===== src/rtl/pwm_pkg.sv =====
package pwm_pkg;

  typedef enum logic [1:0] {
    SEL_PERIOD = 2'd0,
    SEL_DUTY   = 2'd1,
    SEL_CONFIG = 2'd2
  } wr_sel_e;

  typedef enum logic [1:0] {
    DIV_1  = 2'd0,
    DIV_2  = 2'd1,
    DIV_4  = 2'd2,
    DIV_16 = 2'd3
  } presc_e;

  typedef struct packed {
    logic   upd_hold;  // 1: duty waits for reload, 0: duty applies at once
    presc_e div;
  } pwm_cfg_t;

endpackage


===== src/rtl/pwm_prescaler.sv =====
module pwm_prescaler
  import pwm_pkg::*;
#(
  parameter int DIV_MAX = 16
) (
  input  logic   clk,
  input  logic   rst_n,
  input  logic   run,
  input  logic   restart,
  input  presc_e sel,
  output logic   tick
);

  localparam int PW = (DIV_MAX > 1) ? $clog2(DIV_MAX) : 1;

  logic [PW-1:0] pcnt;

  // terminal value of the divider counter for each setting
  function automatic logic [PW-1:0] last_of(input presc_e s);
    case (s)
      DIV_1:   last_of = PW'(0);
      DIV_2:   last_of = PW'(1);
      DIV_4:   last_of = PW'(3);
      default: last_of = PW'(15);
    endcase
  endfunction

  assign tick = run && (pcnt == last_of(sel));

  always_ff @(posedge clk or negedge rst_n) begin
    if (!rst_n)                      pcnt <= '0;
    else if (restart || !run || tick) pcnt <= '0;
    else                              pcnt <= pcnt + PW'(1);
  end

endmodule


===== src/rtl/pwm_shadow_regs.sv =====
module pwm_shadow_regs
  import pwm_pkg::*;
#(
  parameter int CNT_W = 32
) (
  input  logic             clk,
  input  logic             rst_n,
  input  logic             wr_en,
  input  logic [1:0]       wr_sel,
  input  logic [CNT_W-1:0] wr_data,
  output pwm_cfg_t         cfg,
  output logic [CNT_W-1:0] period_nx,
  output logic [CNT_W-1:0] duty_nx,
  output logic             duty_wr
);

  logic [CNT_W-1:0] period_sh;
  logic [CNT_W-1:0] duty_sh;
  logic             period_wr;
  logic             cfg_wr;

  assign period_wr = wr_en && (wr_sel == SEL_PERIOD);
  assign duty_wr   = wr_en && (wr_sel == SEL_DUTY);
  assign cfg_wr    = wr_en && (wr_sel == SEL_CONFIG);

  // next-state views so a reload in the write cycle sees the new value
  assign period_nx = period_wr ? wr_data : period_sh;
  assign duty_nx   = duty_wr   ? wr_data : duty_sh;

  always_ff @(posedge clk or negedge rst_n) begin
    if (!rst_n) begin
      period_sh <= '0;
      duty_sh   <= '0;
      cfg       <= '{upd_hold: 1'b0, div: DIV_1};
    end else begin
      period_sh <= period_nx;
      duty_sh   <= duty_nx;
      if (cfg_wr) cfg <= '{upd_hold: wr_data[2], div: presc_e'(wr_data[1:0])};
    end
  end

endmodule


===== src/rtl/pwm_counter_core.sv =====
module pwm_counter_core #(
  parameter int CNT_W = 32
) (
  input  logic             clk,
  input  logic             rst_n,
  input  logic             tick,
  input  logic             start_ev,
  input  logic             stop_ev,
  input  logic             upd_hold,
  input  logic [CNT_W-1:0] period_nx,
  input  logic [CNT_W-1:0] duty_nx,
  input  logic             duty_wr,
  output logic             running,
  output logic [CNT_W-1:0] prd_cnt,
  output logic [CNT_W-1:0] hi_cnt,
  output logic             reload_ev,
  output logic             period_end,
  output logic             pwm_out
);

  localparam logic [CNT_W-1:0] ONE = CNT_W'(1);
  localparam logic [CNT_W-1:0] TWO = CNT_W'(2);

  logic [CNT_W-1:0] prd_act;
  logic [CNT_W-1:0] p_eff;
  logic [CNT_W-1:0] d_eff;
  logic [CNT_W-1:0] prd_step;
  logic [CNT_W-1:0] hi_live;
  logic             load;

  // shortest usable period is two counts
  function automatic logic [CNT_W-1:0] eff_period(input logic [CNT_W-1:0] p);
    eff_period = (p < TWO) ? TWO : p;
  endfunction

  // duty is capped one count below the period so a low phase remains
  function automatic logic [CNT_W-1:0] eff_duty(input logic [CNT_W-1:0] d,
                                                input logic [CNT_W-1:0] p);
    eff_duty = (d >= p) ? (p - ONE) : d;
  endfunction

  // high counts still owed when e counts of the period have gone by
  function automatic logic [CNT_W-1:0] remain_high(input logic [CNT_W-1:0] d,
                                                   input logic [CNT_W-1:0] e);
    remain_high = (d > e) ? (d - e) : '0;
  endfunction

  assign p_eff     = eff_period(period_nx);
  assign d_eff     = eff_duty(duty_nx, p_eff);
  assign reload_ev = running && tick && (prd_cnt == '0) && !stop_ev;
  assign load      = (start_ev && !stop_ev) || reload_ev;
  assign prd_step  = tick ? (prd_cnt - ONE) : prd_cnt;
  assign hi_live   = remain_high(eff_duty(duty_nx, prd_act), prd_act - ONE - prd_step);

  always_ff @(posedge clk or negedge rst_n) begin
    if (!rst_n) begin
      running    <= 1'b0;
      prd_cnt    <= '0;
      hi_cnt     <= '0;
      prd_act    <= TWO;
      period_end <= 1'b0;
    end else begin
      period_end <= load;
      if (stop_ev) begin
        running <= 1'b0;
        prd_cnt <= '0;
        hi_cnt  <= '0;
      end else if (load) begin
        running <= 1'b1;
        prd_act <= p_eff;
        prd_cnt <= p_eff - ONE;
        hi_cnt  <= d_eff;
      end else if (running) begin
        prd_cnt <= prd_step;
        if (duty_wr && !upd_hold)          hi_cnt <= hi_live;
        else if (tick && (hi_cnt != '0))   hi_cnt <= hi_cnt - ONE;
      end
    end
  end

  assign pwm_out = running && (hi_cnt != '0);

endmodule


===== src/rtl/pwm_gen.sv =====
module pwm_gen
  import pwm_pkg::*;
#(
  parameter int CNT_W   = 32,
  parameter int DIV_MAX = 16
) (
  input  logic             clk,
  input  logic             rst_n,
  input  logic             wr_en,
  input  logic [1:0]       wr_sel,
  input  logic [CNT_W-1:0] wr_data,
  input  logic             start,
  input  logic             stop,
  output logic             pwm_out,
  output logic             period_end
);

  pwm_cfg_t         cfg;
  logic [CNT_W-1:0] period_nx;
  logic [CNT_W-1:0] duty_nx;
  logic             duty_wr;
  logic             tick;
  logic             running;
  logic [CNT_W-1:0] prd_cnt;
  logic [CNT_W-1:0] hi_cnt;
  logic             reload_ev;
  logic             start_ev;
  logic             presc_nonunit;

  assign start_ev      = start && !stop;
  assign presc_nonunit = (cfg.div != DIV_1);

  pwm_shadow_regs #(.CNT_W(CNT_W)) u_regs (
    .clk       (clk),
    .rst_n     (rst_n),
    .wr_en     (wr_en),
    .wr_sel    (wr_sel),
    .wr_data   (wr_data),
    .cfg       (cfg),
    .period_nx (period_nx),
    .duty_nx   (duty_nx),
    .duty_wr   (duty_wr)
  );

  pwm_prescaler #(.DIV_MAX(DIV_MAX)) u_presc (
    .clk     (clk),
    .rst_n   (rst_n),
    .run     (running),
    .restart (start_ev),
    .sel     (cfg.div),
    .tick    (tick)
  );

  pwm_counter_core #(.CNT_W(CNT_W)) u_core (
    .clk        (clk),
    .rst_n      (rst_n),
    .tick       (tick),
    .start_ev   (start_ev),
    .stop_ev    (stop),
    .upd_hold   (cfg.upd_hold),
    .period_nx  (period_nx),
    .duty_nx    (duty_nx),
    .duty_wr    (duty_wr),
    .running    (running),
    .prd_cnt    (prd_cnt),
    .hi_cnt     (hi_cnt),
    .reload_ev  (reload_ev),
    .period_end (period_end),
    .pwm_out    (pwm_out)
  );

endmodule


===== config.mk =====
export PLATFORM = sky130hd
export DESIGN_NAME = pwm_gen
export DESIGN_NICKNAME = d
export VERILOG_FILES = /design/src/rtl/pwm_pkg.sv /design/src/rtl/pwm_prescaler.sv /design/src/rtl/pwm_shadow_regs.sv /design/src/rtl/pwm_counter_core.sv /design/src/rtl/pwm_gen.sv
export SDC_FILE = /design/constraint.sdc
export NUM_CORES = 1
export LEC_CHECK = 0
export BUFFER_PORTS_ARGS = -buffer_cell sky130_fd_sc_hd__buf_4
export CAP_MARGIN = 20
export CORE_ASPECT_RATIO = 2
export CORE_MARGIN = 2
export CORE_UTILIZATION = 55
export CTS_CLUSTER_DIAMETER = 40
export CTS_CLUSTER_SIZE = 14
export DETAILED_ROUTE_END_ITERATION = 10
export PLACE_DENSITY = 0.77
export RECOVER_POWER = 50
export SYNTH_ARGS = -nofsm -noshare
export SYNTH_HDL_FRONTEND = slang
export SYNTH_SLANG_ARGS = --single-unit

===== constraint.sdc =====
create_clock -name clk -period 6 [get_ports clk]
set_input_delay 0.6 -clock clk [delete_from_list [all_inputs] [get_ports clk]]
set_output_delay 0.6 -clock clk [all_outputs]
set_load 0.02 [all_outputs]

==> results_dict.tcl, run 1 <==
set metrics [dict create \
    vias 15617 \
    synth_common_cells "dfrtp_1 (168), nor2_1 (158), nand2_1 (135)" \
    first_iter_violations 1275 \
    synth_cell_type_count 77 \
    muxShareOfSynthArea_pct 8.18 \
    hold_path_depth 3 \
    finClkSkew_ns 0.0173 \
    clock_path_buffers 2 \
    htreeDepth 4 \
    clkSinkCount 169 \
    criticalPathCategory "register to register" \
    critPathCaptureType "register" \
    synth.cell_area_um2 14700 \
    crit_arrival_ns 6.54 \
    grt_max_degree 109 \
    drv_cap 1 \
    synth_top_cell_area_share_pct 28.6 \
    syn_to_final_growth_pct 28.5 \
    initial_utilization_pct 56.0 \
    synth_xor_area_share_pct 8.64 \
    ir_drop_uv 330 \
    cts_tree "built" \
    required_ns 6.32 \
    dp_hpwl_um 43700 \
    hp-class "input pin to register" \
    layout.nets 2224 \
    die_y_um 235 \
    port-buffer-count 40 \
    syn_avg_cell_area_um2 8.41 \
    cts_hold_buffers 0 \
    yosys_most_used_dff "dfrtp_1" \
    timing.hold.ws_ns 0.435 \
    drive_above_1_share_pct 26.0 \
    ys_ff_latch 169 \
    insertion_delay_ns 0.49 \
    synth_top_area_cell "dfrtp_1" \
    drt-total-wl_um 58800 \
    dp.cells 2351 \
    gp_congestion 1.07 \
    violations "capacitance limit, slew limit, setup timing" \
    clockRootBuffer "clkbuf_16" \
    via_per_inst 6.49 \
    wire_per_inst_um 24.4 \
    p_leak_nw 8.75 \
    diodes 0 \
    fin_crit_ns 6.22 \
    syn_nets 1923 \
    core_um2 26300 \
    finalSetupViolations 25 \
    synthAdderAreaFrac_pct 11.6 \
    synthCells 1749 \
    worstPathMaxFanout 5 \
    outcome "finished, violations left" \
    slew_headroom_pct -227 \
    synth-async-reset-ratio_pct 100 \
    grt_antenna_before_repair 1 \
    synth_top_cells_by_area "dfrtp_1 (29%), ha_1 (11%), xnor2_1 (6.4%)" \
    report.final.slew_viol_count 109 \
    yosysMostFrequentCell "dfrtp_1" \
    synth-simple-area-share_pct 19.1 \
    grt_pass1_wl_um 87600 \
    dpl_worst_slack_ns -0.442 \
    first_pass_iters 8 \
    grt_usage_pct 41.2 \
    power-per-cell-area_nw_per_um2 501 \
    drt.antenna.violating_nets 0 \
    die-area_um2 28100 \
    yosysSeqAreaShare_pct 28.8 \
    power_w 0.00947 \
    finalHoldViolations 0 \
    fp-row-count 84 \
    cts_buffers 17 \
    grt_pass1_vias 15946 \
    yosys_warnings 0 \
    worst_slack_ns -0.223 \
    cts.clk_slew.worst_paths_ns 0.08 \
    die_x_um 120 \
    finalCritPeriodShare_pct 104 \
    crit_path_start_kind "register" \
    fin_util_pct 71.9 \
    synth_compound_area_share_pct 19.1 \
    r2r_cells 27 \
    rsz0062_at_grt "yes" \
    max_freq_mhz 161 \
    worst_pin_slew_ns 4.90 \
    overflow 0 \
    stdcell_count 2407 \
    io-pin-count 41 \
    synth_top_family_by_area "simple AND/OR/NAND/NOR gates" \
    route.detailed.drc 0 \
    synth_edf_count 0 \
]
critical path: stages (launching register included):
cell	delay (ns)
dfrtp_1	0.39
inv_2	0.09
ha_4	0.13
nand4_1	0.13
or3_4	0.42
nand2b_4	0.15
or4_4	0.63
nor2_4	0.15
xnor2_2	0.14
ha_1	0.28
a21o_1	0.21
or3_4	0.43
o2111ai_4	0.24
a31oi_4	0.14
a221oi_2	0.34
o21bai_1	0.11
a21oi_1	0.16
xnor2_1	0.09
ha_1	0.31
nand4_1	0.14
nor4_2	0.31
nand2_1	0.10
nand3_2	0.10
a21o_4	0.16
clkbuf_16	0.18
o22ai_1	0.12
a221oi_2	0.30
a211oi_1	0.08
final cells by class:
class | count | area, um^2
Clock buffer | 17 | 425
Clock inverter | 15 | 181
Fill cell | 2054 | 7390
Inverter | 110 | 413
Multi-Input combinational cell | 1404 | 10500
Sequential cell | 169 | 4230
Tap cell | 344 | 430
Timing Repair Buffer | 348 | 2670
layer usage:
metal | vias to the layer above | share of wire (%) | track usage (%)
li1 | 6942 | - | -
met1 | 7461 | 30 | 37.4
met2 | 841 | 50 | 72.5
met3 | 373 | 6.0 | 6.61
met4 | 0 | 14 | 45.0
met5 | - | 0 | 0
state kept, by name, summed over array words and instances (netlist names):
| name | count |
|---|---|
| u_core.hi_cnt | 32 |
| u_core.prd_act | 32 |
| u_core.prd_cnt | 32 |
| u_regs.duty_sh | 32 |
| u_regs.period_sh | 32 |
| u_presc.pcnt | 4 |
| u_regs.cfg | 3 |
| u_core.period_end | 1 |
| u_core.running | 1 |
cells in the final DEF (no fill, tap or decap), types with 23 or more instances in the layout:
master      n
inv_1     104
mux2_2     34
nor4_1     23
o21ai_0   102
a211oi_1   43
nor2_1    151
nor3_1     60
ha_1      127
xor2_1     38
xnor2_1    96
mux2i_1    66
nand4_1    25
nand3_1    29
buf_4     309
clkbuf_1   23
a21oi_1    94
o21ai_1    24
a21o_1     26
nand2_1   133
dfrtp_1   166
where the power goes:
part           leakage [nW]  switching (W)  internal (W)
clock                 0.289       0.000565      0.000629
combinational          6.34        0.00375       0.00309
sequential             2.12       0.000133       0.00131
total                  8.75        0.00444       0.00502
logic make-up (layout without fill, tap and decap cells):
family                     count (synthesis)  in the layout
DFF                                      169            169
xor gates and xnor gates                 145            145
buffers and inverters                    176            490
muxes                                    112            112
AOI/OAI and AO/OA                        442            442
and+or+nand+nor                          570            570
adders and majority gates                135            135
metrics by stage:
step	cell area (um^2)	setup TNS (ns)
2_1_floorplan	14800	0
3_3_place_gp	17400	-3.05
3_5_place_dp	17400	-5.62
4_1_cts	18200	-0.00549
5_1_grt	18900	-12.32
6_report	18900	-2.26
repair_timing:
item | CTS | global route
gates cloned | 0 | 3
endpoints found under the setup margin | 32 | 32
pin swaps | 7 | 62
buffers inserted | 1 | 20
resized for setup | 28 | 118
worst paths after layout:
kind / endpoint / slack, ns / start
min in group asynchronous: u_regs.period_sh[25] / 1.98 / rst_n
hold reg to reg: u_regs.period_sh[0] / 0.54 / u_regs.period_sh[0]
hold / removal: u_regs.period_sh[1] / 0.44 / wr_data[1]
setup / recovery: u_core.hi_cnt[13] / -0.22 / u_core.prd_act[0]
setup reg to reg: u_core.hi_cnt[13] / -0.22 / u_core.prd_act[0]
max in group asynchronous: u_regs.cfg[1] / 0.80 / rst_n
No activity file was read; power rests on OpenSTA's default activity.
==> run 2, diff against run 1 <==
PLACE_DENSITY = 0.75   (was 0.77)
clock period = 7.9 ns   (was 6 ns; I/O delays follow)
==> run 2 against run 1 <==
Effect of this change: the run ends with capacitance limit, slew limit left; sequential power down 24%; critical path depth down 1; sequential share of layout area up 4.1 points; count of clock-buffer cells in the layout up 2; clock power down 25%; via count down 9.8%; hold slack better by 0.051 ns; die area unchanged; register-to-register slack better by 1.1 ns; maximum frequency down 11%; first-iteration DRC count down 2.3%; design area down 15%; critical path type unchanged; highest routed layer unchanged.
==> results_dict.tcl, run 2 (synthesized netlist as in run 1, its figures left out) <==
set metrics [dict create \
    outcome "finished, violations left" \
    violations "capacitance limit, slew limit" \
    finalCritPeriodShare_pct 88.9 \
    grt_pass1_vias 14315 \
    p_sw_w 0.00286 \
    wire_per_inst_um 25.2 \
    worst_pin_slew_ns 3.51 \
    die_x_um 120 \
    clock_path_buffers 2 \
    p_leak_nw 7.20 \
    postCtsResizedCells 0 \
    cts_buffers 17 \
    p_int_w 0.00290 \
    cts_hold_buffers 0 \
    layout.nets 1943 \
    hold_path_depth 2 \
    max_freq_mhz 142 \
    crit_arrival_ns 7.35 \
    clkPwrFrac_pct 15.5 \
    finalHoldViolations 0 \
    required_ns 8.23 \
    stdcell_count 2127 \
    r2r_cells 26 \
    post_cts_buffers 0 \
    gp_congestion 1.08 \
    via_per_inst 6.62 \
    layout_commonest_cell "dfrtp_1" \
    syn_to_final_growth_pct 8.67 \
    io-pin-count 41 \
    grt_antenna_before_repair 0 \
    min_to "u_core.prd_act[1]" \
    dp.cells 2094 \
    rsz0062_at_grt "no" \
    vias 14088 \
    clockRootBuffer "clkbuf_16" \
    initial_utilization_pct 56.0 \
    final_cell_mix "dfrtp_1 (168), nor2_1 (158), nand2_1 (135), ha_1 (133), o21ai_0 (116)" \
    route.detailed.drc 0 \
    first_iter_violations 1246 \
    crit_path_start_kind "register" \
    dp_hpwl_um 41100 \
    reg2reg_to "u_core.hi_cnt[2]" \
    drt-total-wl_um 53600 \
    clkSinkCount 169 \
    drv_cap 3 \
    critPathCaptureType "register" \
    grt_pass1_wl_um 81100 \
    criticalPathCategory "register to register" \
    rrSetupSlack_ns 0.88 \
    ir_drop_uv 216 \
    insertion_delay_ns 0.47 \
    port-buffer-count 40 \
    core_um2 26300 \
    drive_above_1_share_pct 9.15 \
    grt_usage_pct 38.7 \
    drt.antenna.violating_nets 0 \
    p_comb_share_pct 65.5 \
    grt_max_degree 69 \
    fp-row-count 84 \
    report.final.slew_viol_count 174 \
    fin_crit_ns 7.02 \
    power-per-cell-area_nw_per_um2 360 \
    first_pass_iters 5 \
    reg2reg_from "u_regs.cfg[1]" \
    cts_tree "built" \
    htreeDepth 4 \
    min_from "u_core.prd_act[1]" \
    switching_share_pct 49.6 \
    finClkSkew_ns 0.0142 \
    die_y_um 235 \
    overflow 0 \
    power_frac_seq_pct 19.0 \
    worstPathMaxFanout 19 \
    hp-class "register to register" \
    fin_tns_setup_ns 0 \
    slew_headroom_pct -134 \
    finalSetupViolations 0 \
    cts.clk_slew.worst_paths_ns 0.07 \
    die-area_um2 28100 \
]
==> run 2: layout make-up <==
type | instances | area, um^2
timing repair buffer | 67 | 497
sequential | 169 | 4230
fill | 2418 | 10300
clock inverter | 13 | 161
inverter | 110 | 413
tap | 344 | 430
clock buffer | 19 | 433
multi-input combinational | 1404 | 9810
antenna | 1 | 2.50
==> run 2: how the worst max path moves through the flow <==
stage | from | end | slack (ns) | depth (start not counted)
2_1_floorplan | wr_sel[1] | u_core.hi_cnt[5] | 0.56 | 30
3_3_place_gp | wr_sel[0] | u_core.hi_cnt[26] | 1.07 | 27
3_5_place_dp | wr_sel[0] | u_core.hi_cnt[2] | 0.96 | 29
4_1_cts | u_regs.cfg[0] | u_core.hi_cnt[10] | 0.98 | 26
5_1_grt | u_regs.cfg[0] | u_core.hi_cnt[2] | 0.31 | 26
6_report | u_regs.cfg[1] | u_core.hi_cnt[2] | 0.88 | 26
==> run 2: power by group through the flow <==
stage	Combinational (W)	Sequential, W	Clock, W
2_1_floorplan	0.00265	0.00107	0
3_3_place_gp	0.00363	0.00110	0
3_5_place_dp	0.00366	0.00110	0
4_1_cts	0.00368	0.00109	0.000897
5_1_grt	0.00410	0.00111	0.000928
6_report	0.00377	0.00110	0.000890
==> run 2: critical path: stages, from the launching register on <==
cell and delay (ns):
dfrtp_1 0.49, and3_1 0.20, nand3_1 0.07, a21oi_1 0.16, buf_4 0.23, and2_1 0.25
nand3_1 0.28, nor4_1 0.31, xnor2_1 0.21, ha_1 0.33, a2111oi_0 0.81, a21oi_1 0.18
o31a_1 0.32, o31ai_1 0.27, nand2b_1 0.09, a21oi_1 0.17, xor2_1 0.09, ha_1 0.22
a21oi_1 0.24, o21ai_0 0.17, o21bai_1 0.20, o41ai_1 0.61, a21o_1 0.19, buf_4 0.25
o21ai_0 0.14, a221oi_1 0.32, nor3_1 0.08
==> run 2: through the flow <==
stage | cell area [um^2] | setup WS [ns] | utilization [%] | hold slack [ns] | total power (W)
2_1_floorplan | 14700 | 0.562 | - | 0.453 | 0.00372
3_3_place_gp | 15400 | 1.07 | 58.6 | 0.467 | 0.00473
3_5_place_dp | 15400 | 0.959 | 58.6 | 0.475 | 0.00476
4_1_cts | 16000 | 0.978 | 60.9 | 0.321 | 0.00567
5_1_grt | 16000 | 0.309 | 60.8 | 0.501 | 0.00614
6_report | 16000 | 0.875 | 60.8 | 0.486 | 0.00575
==> run 2: routing by layer <==
metal	track usage [%]	routed length, um	up-vias
li1	-	-	6373
met1	36.8	17200	6772
met2	67.3	26900	633
met3	5.89	2450	310
met4	40.3	7030	0
met5	0	0	-
==> run 3, diff against run 2 <==
CORE_MARGIN = 5   (was 2)
==> run 3 against run 2 <==
Effect of this change: the flow still finishes with violations (capacitance limit, slew limit); via count fell by 1.4%; clock skew fell by 0.0013 ns; cell count barely moved; routed wire length fell by 1.7%; maximum frequency fell by 2.7%; global-route usage fell by 3.7 points.
==> results_dict.tcl, run 3 (synthesized netlist as in run 1, its figures left out) <==
set metrics [dict create \
    outcome "finished, violations left" \
    violations "capacitance limit, slew limit" \
    finalHoldViolations 0 \
    criticalPathCategory "input pin to register" \
    power_frac_seq_pct 19.3 \
    stdcell_count 2129 \
    die_y_um 241 \
    clkSinkCount 169 \
    io-pin-count 41 \
    report.final.slew_viol_count 140 \
    cts_tree "built" \
    power_w 0.00569 \
    post_cts_buffers 0 \
    p_leak_nw 7.21 \
    syn_to_final_growth_pct 8.66 \
    fin_tns_setup_ns 0 \
    grt_usage_pct 35.0 \
    drive_above_1_share_pct 9.24 \
    cp_top_family "simple AND/OR/NAND/NOR gates" \
    first_iter_violations 1011 \
    finalSetupViolations 0 \
    min_from "u_core.prd_act[1]" \
    fp-row-count 84 \
    initial_utilization_pct 55.7 \
    layout_commonest_cell "dfrtp_1" \
    crit_path_cell_trace "clkbuf_1 > or3b_1 > buf_4 > mux2i_2 > inv_2 > or4_4 > nor2_1 > nor2_1 > ha_1 > nor2_1 > a21oi_1 > o31ai_1 > a21oi_1 > o21a_1 > or3_2 > buf_4 > a211oi_1 > nor4_1" \
    worst_slack_ns 0.683 \
    slew_headroom_pct -134 \
    rrSetupSlack_ns 0.71 \
    fin_crit_ns 7.22 \
    clockRootBuffer "clkbuf_16" \
    hold_path_depth 2 \
    dpl_worst_slack_ns 0.730 \
    cts_hold_buffers 0 \
    overflow 0 \
    critPathCaptureType "register" \
    clkPwrFrac_pct 15.3 \
    postCtsResizedCells 0 \
    vias 13889 \
    cts_buffers 17 \
    critPathBufInv 4 \
    die-area_um2 30300 \
    crit_path_start_kind "input pin" \
    wire_per_inst_um 24.7 \
    p_int_w 0.00288 \
    finClkSkew_ns 0.0129 \
    rsz0062_at_grt "no" \
    crit_top_cell "nor2_1" \
    slowest_stage "or3b_1" \
    grt_pass1_vias 14372 \
    p_sw_w 0.00280 \
    drv_cap 4 \
    gp_congestion 0.997 \
    dp_hpwl_um 40400 \
    max_freq_mhz 139 \
    p_comb_share_pct 65.5 \
    nFillCells 2401 \
    switching_share_pct 49.3 \
    required_ns 8.20 \
    multi_input_area_um2 9800 \
    ir_drop_uv 198 \
    worst_pin_slew_ns 3.51 \
    route.detailed.drc 0 \
    dp.cells 2096 \
    die_x_um 126 \
    diodes 0 \
    core_um2 26400 \
    drt.antenna.violating_nets 0 \
    worstPathMaxFanout 44 \
    grt_max_degree 108 \
    drt-total-wl_um 52700 \
    insertion_delay_ns 0.46 \
    htreeDepth 4 \
    seq_area_um2 4230 \
    hp-class "register to register" \
    power-per-cell-area_nw_per_um2 356 \
    r2r_cells 25 \
    layout.nets 1946 \
    min_to "u_core.prd_act[1]" \
    grt_antenna_before_repair 0 \
    cts.clk_slew.worst_paths_ns 0.07 \
    cp_slowest_stage_delay_ns 1.23 \
    crit_arrival_ns 7.52 \
    reg2reg_to "u_core.hi_cnt[24]" \
    final_cell_mix "dfrtp_1 (168), nor2_1 (158), nand2_1 (135), ha_1 (133), o21ai_0 (116)" \
    reg2reg_from "u_regs.cfg[1]" \
    first_pass_iters 6 \
    port-buffer-count 40 \
    grt_pass1_wl_um 80100 \
    clock_path_buffers 2 \
    via_per_inst 6.52 \
    finalCritPeriodShare_pct 91.4 \
]
==> run 3: changes by cell type in the layout (fill, tap and decap cells not counted), moves of 2 or more <==
| cell | before | now |
|---|---|---|
| clkbuf_1 | 7 | 5 |
| inv_6 | 3 | 6 |
| clkbuf_8 | 0 | 2 |
| clkinv_4 | 3 | 0 |
| buf_4 | 61 | 64 |
==> run 3: worst max path at each step <==
stage / start / to / cells after the start
after floorplan: wr_sel[1] / u_core.hi_cnt[5] / 30
after global placement: wr_sel[1] / u_core.hi_cnt[24] / 28
after detailed placement: wr_sel[1] / u_core.hi_cnt[24] / 28
after CTS: u_regs.cfg[1] / u_core.hi_cnt[24] / 25
after global routing: rst_n / u_presc.pcnt[3] / 3
final: wr_sel[0] / u_core.hi_cnt[19] / 18
==> run 3: power by group through the flow <==
stage | logic [W] | clock network [W] | registers, W
2_1_floorplan | 0.00265 | 0 | 0.00107
3_3_place_gp | 0.00360 | 0 | 0.00110
3_5_place_dp | 0.00363 | 0 | 0.00111
4_1_cts | 0.00365 | 0.000880 | 0.00109
5_1_grt | 0.00405 | 0.000909 | 0.00111
6_report | 0.00372 | 0.000868 | 0.00110
==> run 3: worst reg2reg max path: stages, from the launching register on <==
cell and delay [ns]:
dfrtp_1 0.51, and3_1 0.21, nand3_1 0.07, a21oi_1 0.37
and2_1 0.27, nand3_1 0.24, nor4_1 0.29, xnor2_1 0.22
ha_1 0.34, a2111oi_0 0.76, a21oi_1 0.20, o31a_1 0.32
o31ai_1 0.27, nand2b_1 0.10, a21oi_1 0.18, xor2_1 0.20
ha_1 0.33, nand2_1 0.12, o21ai_0 0.12, o21bai_1 0.20
o41ai_1 0.56, a21o_1 0.53, buf_4 0.23, nor3_1 0.05
o31ai_1 0.27, a21oi_1 0.10
==> run 3: per-stage QoR <==
step | area [um^2] | hold WS, ns | utilization, %
after floorplan | 14700 | 0.453 | -
after global placement | 15400 | 0.475 | 58.4
after detailed placement | 15400 | 0.491 | 58.4
after CTS | 16000 | 0.499 | 60.7
after global routing | 16000 | 0.506 | 60.6
final | 16000 | 0.516 | 60.6
==> run 3: layer usage <==
layer	share of wire (%)	track usage (%)	routed length, um
met1	31	31.9	16600
met5	0	0	0
met2	51	62.6	26600
met3	4.8	5.63	2520
met4	13	37.5	6930
==> run 3: final cells by class <==
type	count	area share, %
inverter	110	2.58
timing repair buffer	70	3.26
tap	344	2.69
clock inverter	12	0.799
sequential	169	26.5
multi-input combinational	1404	61.3
clock buffer	20	2.86
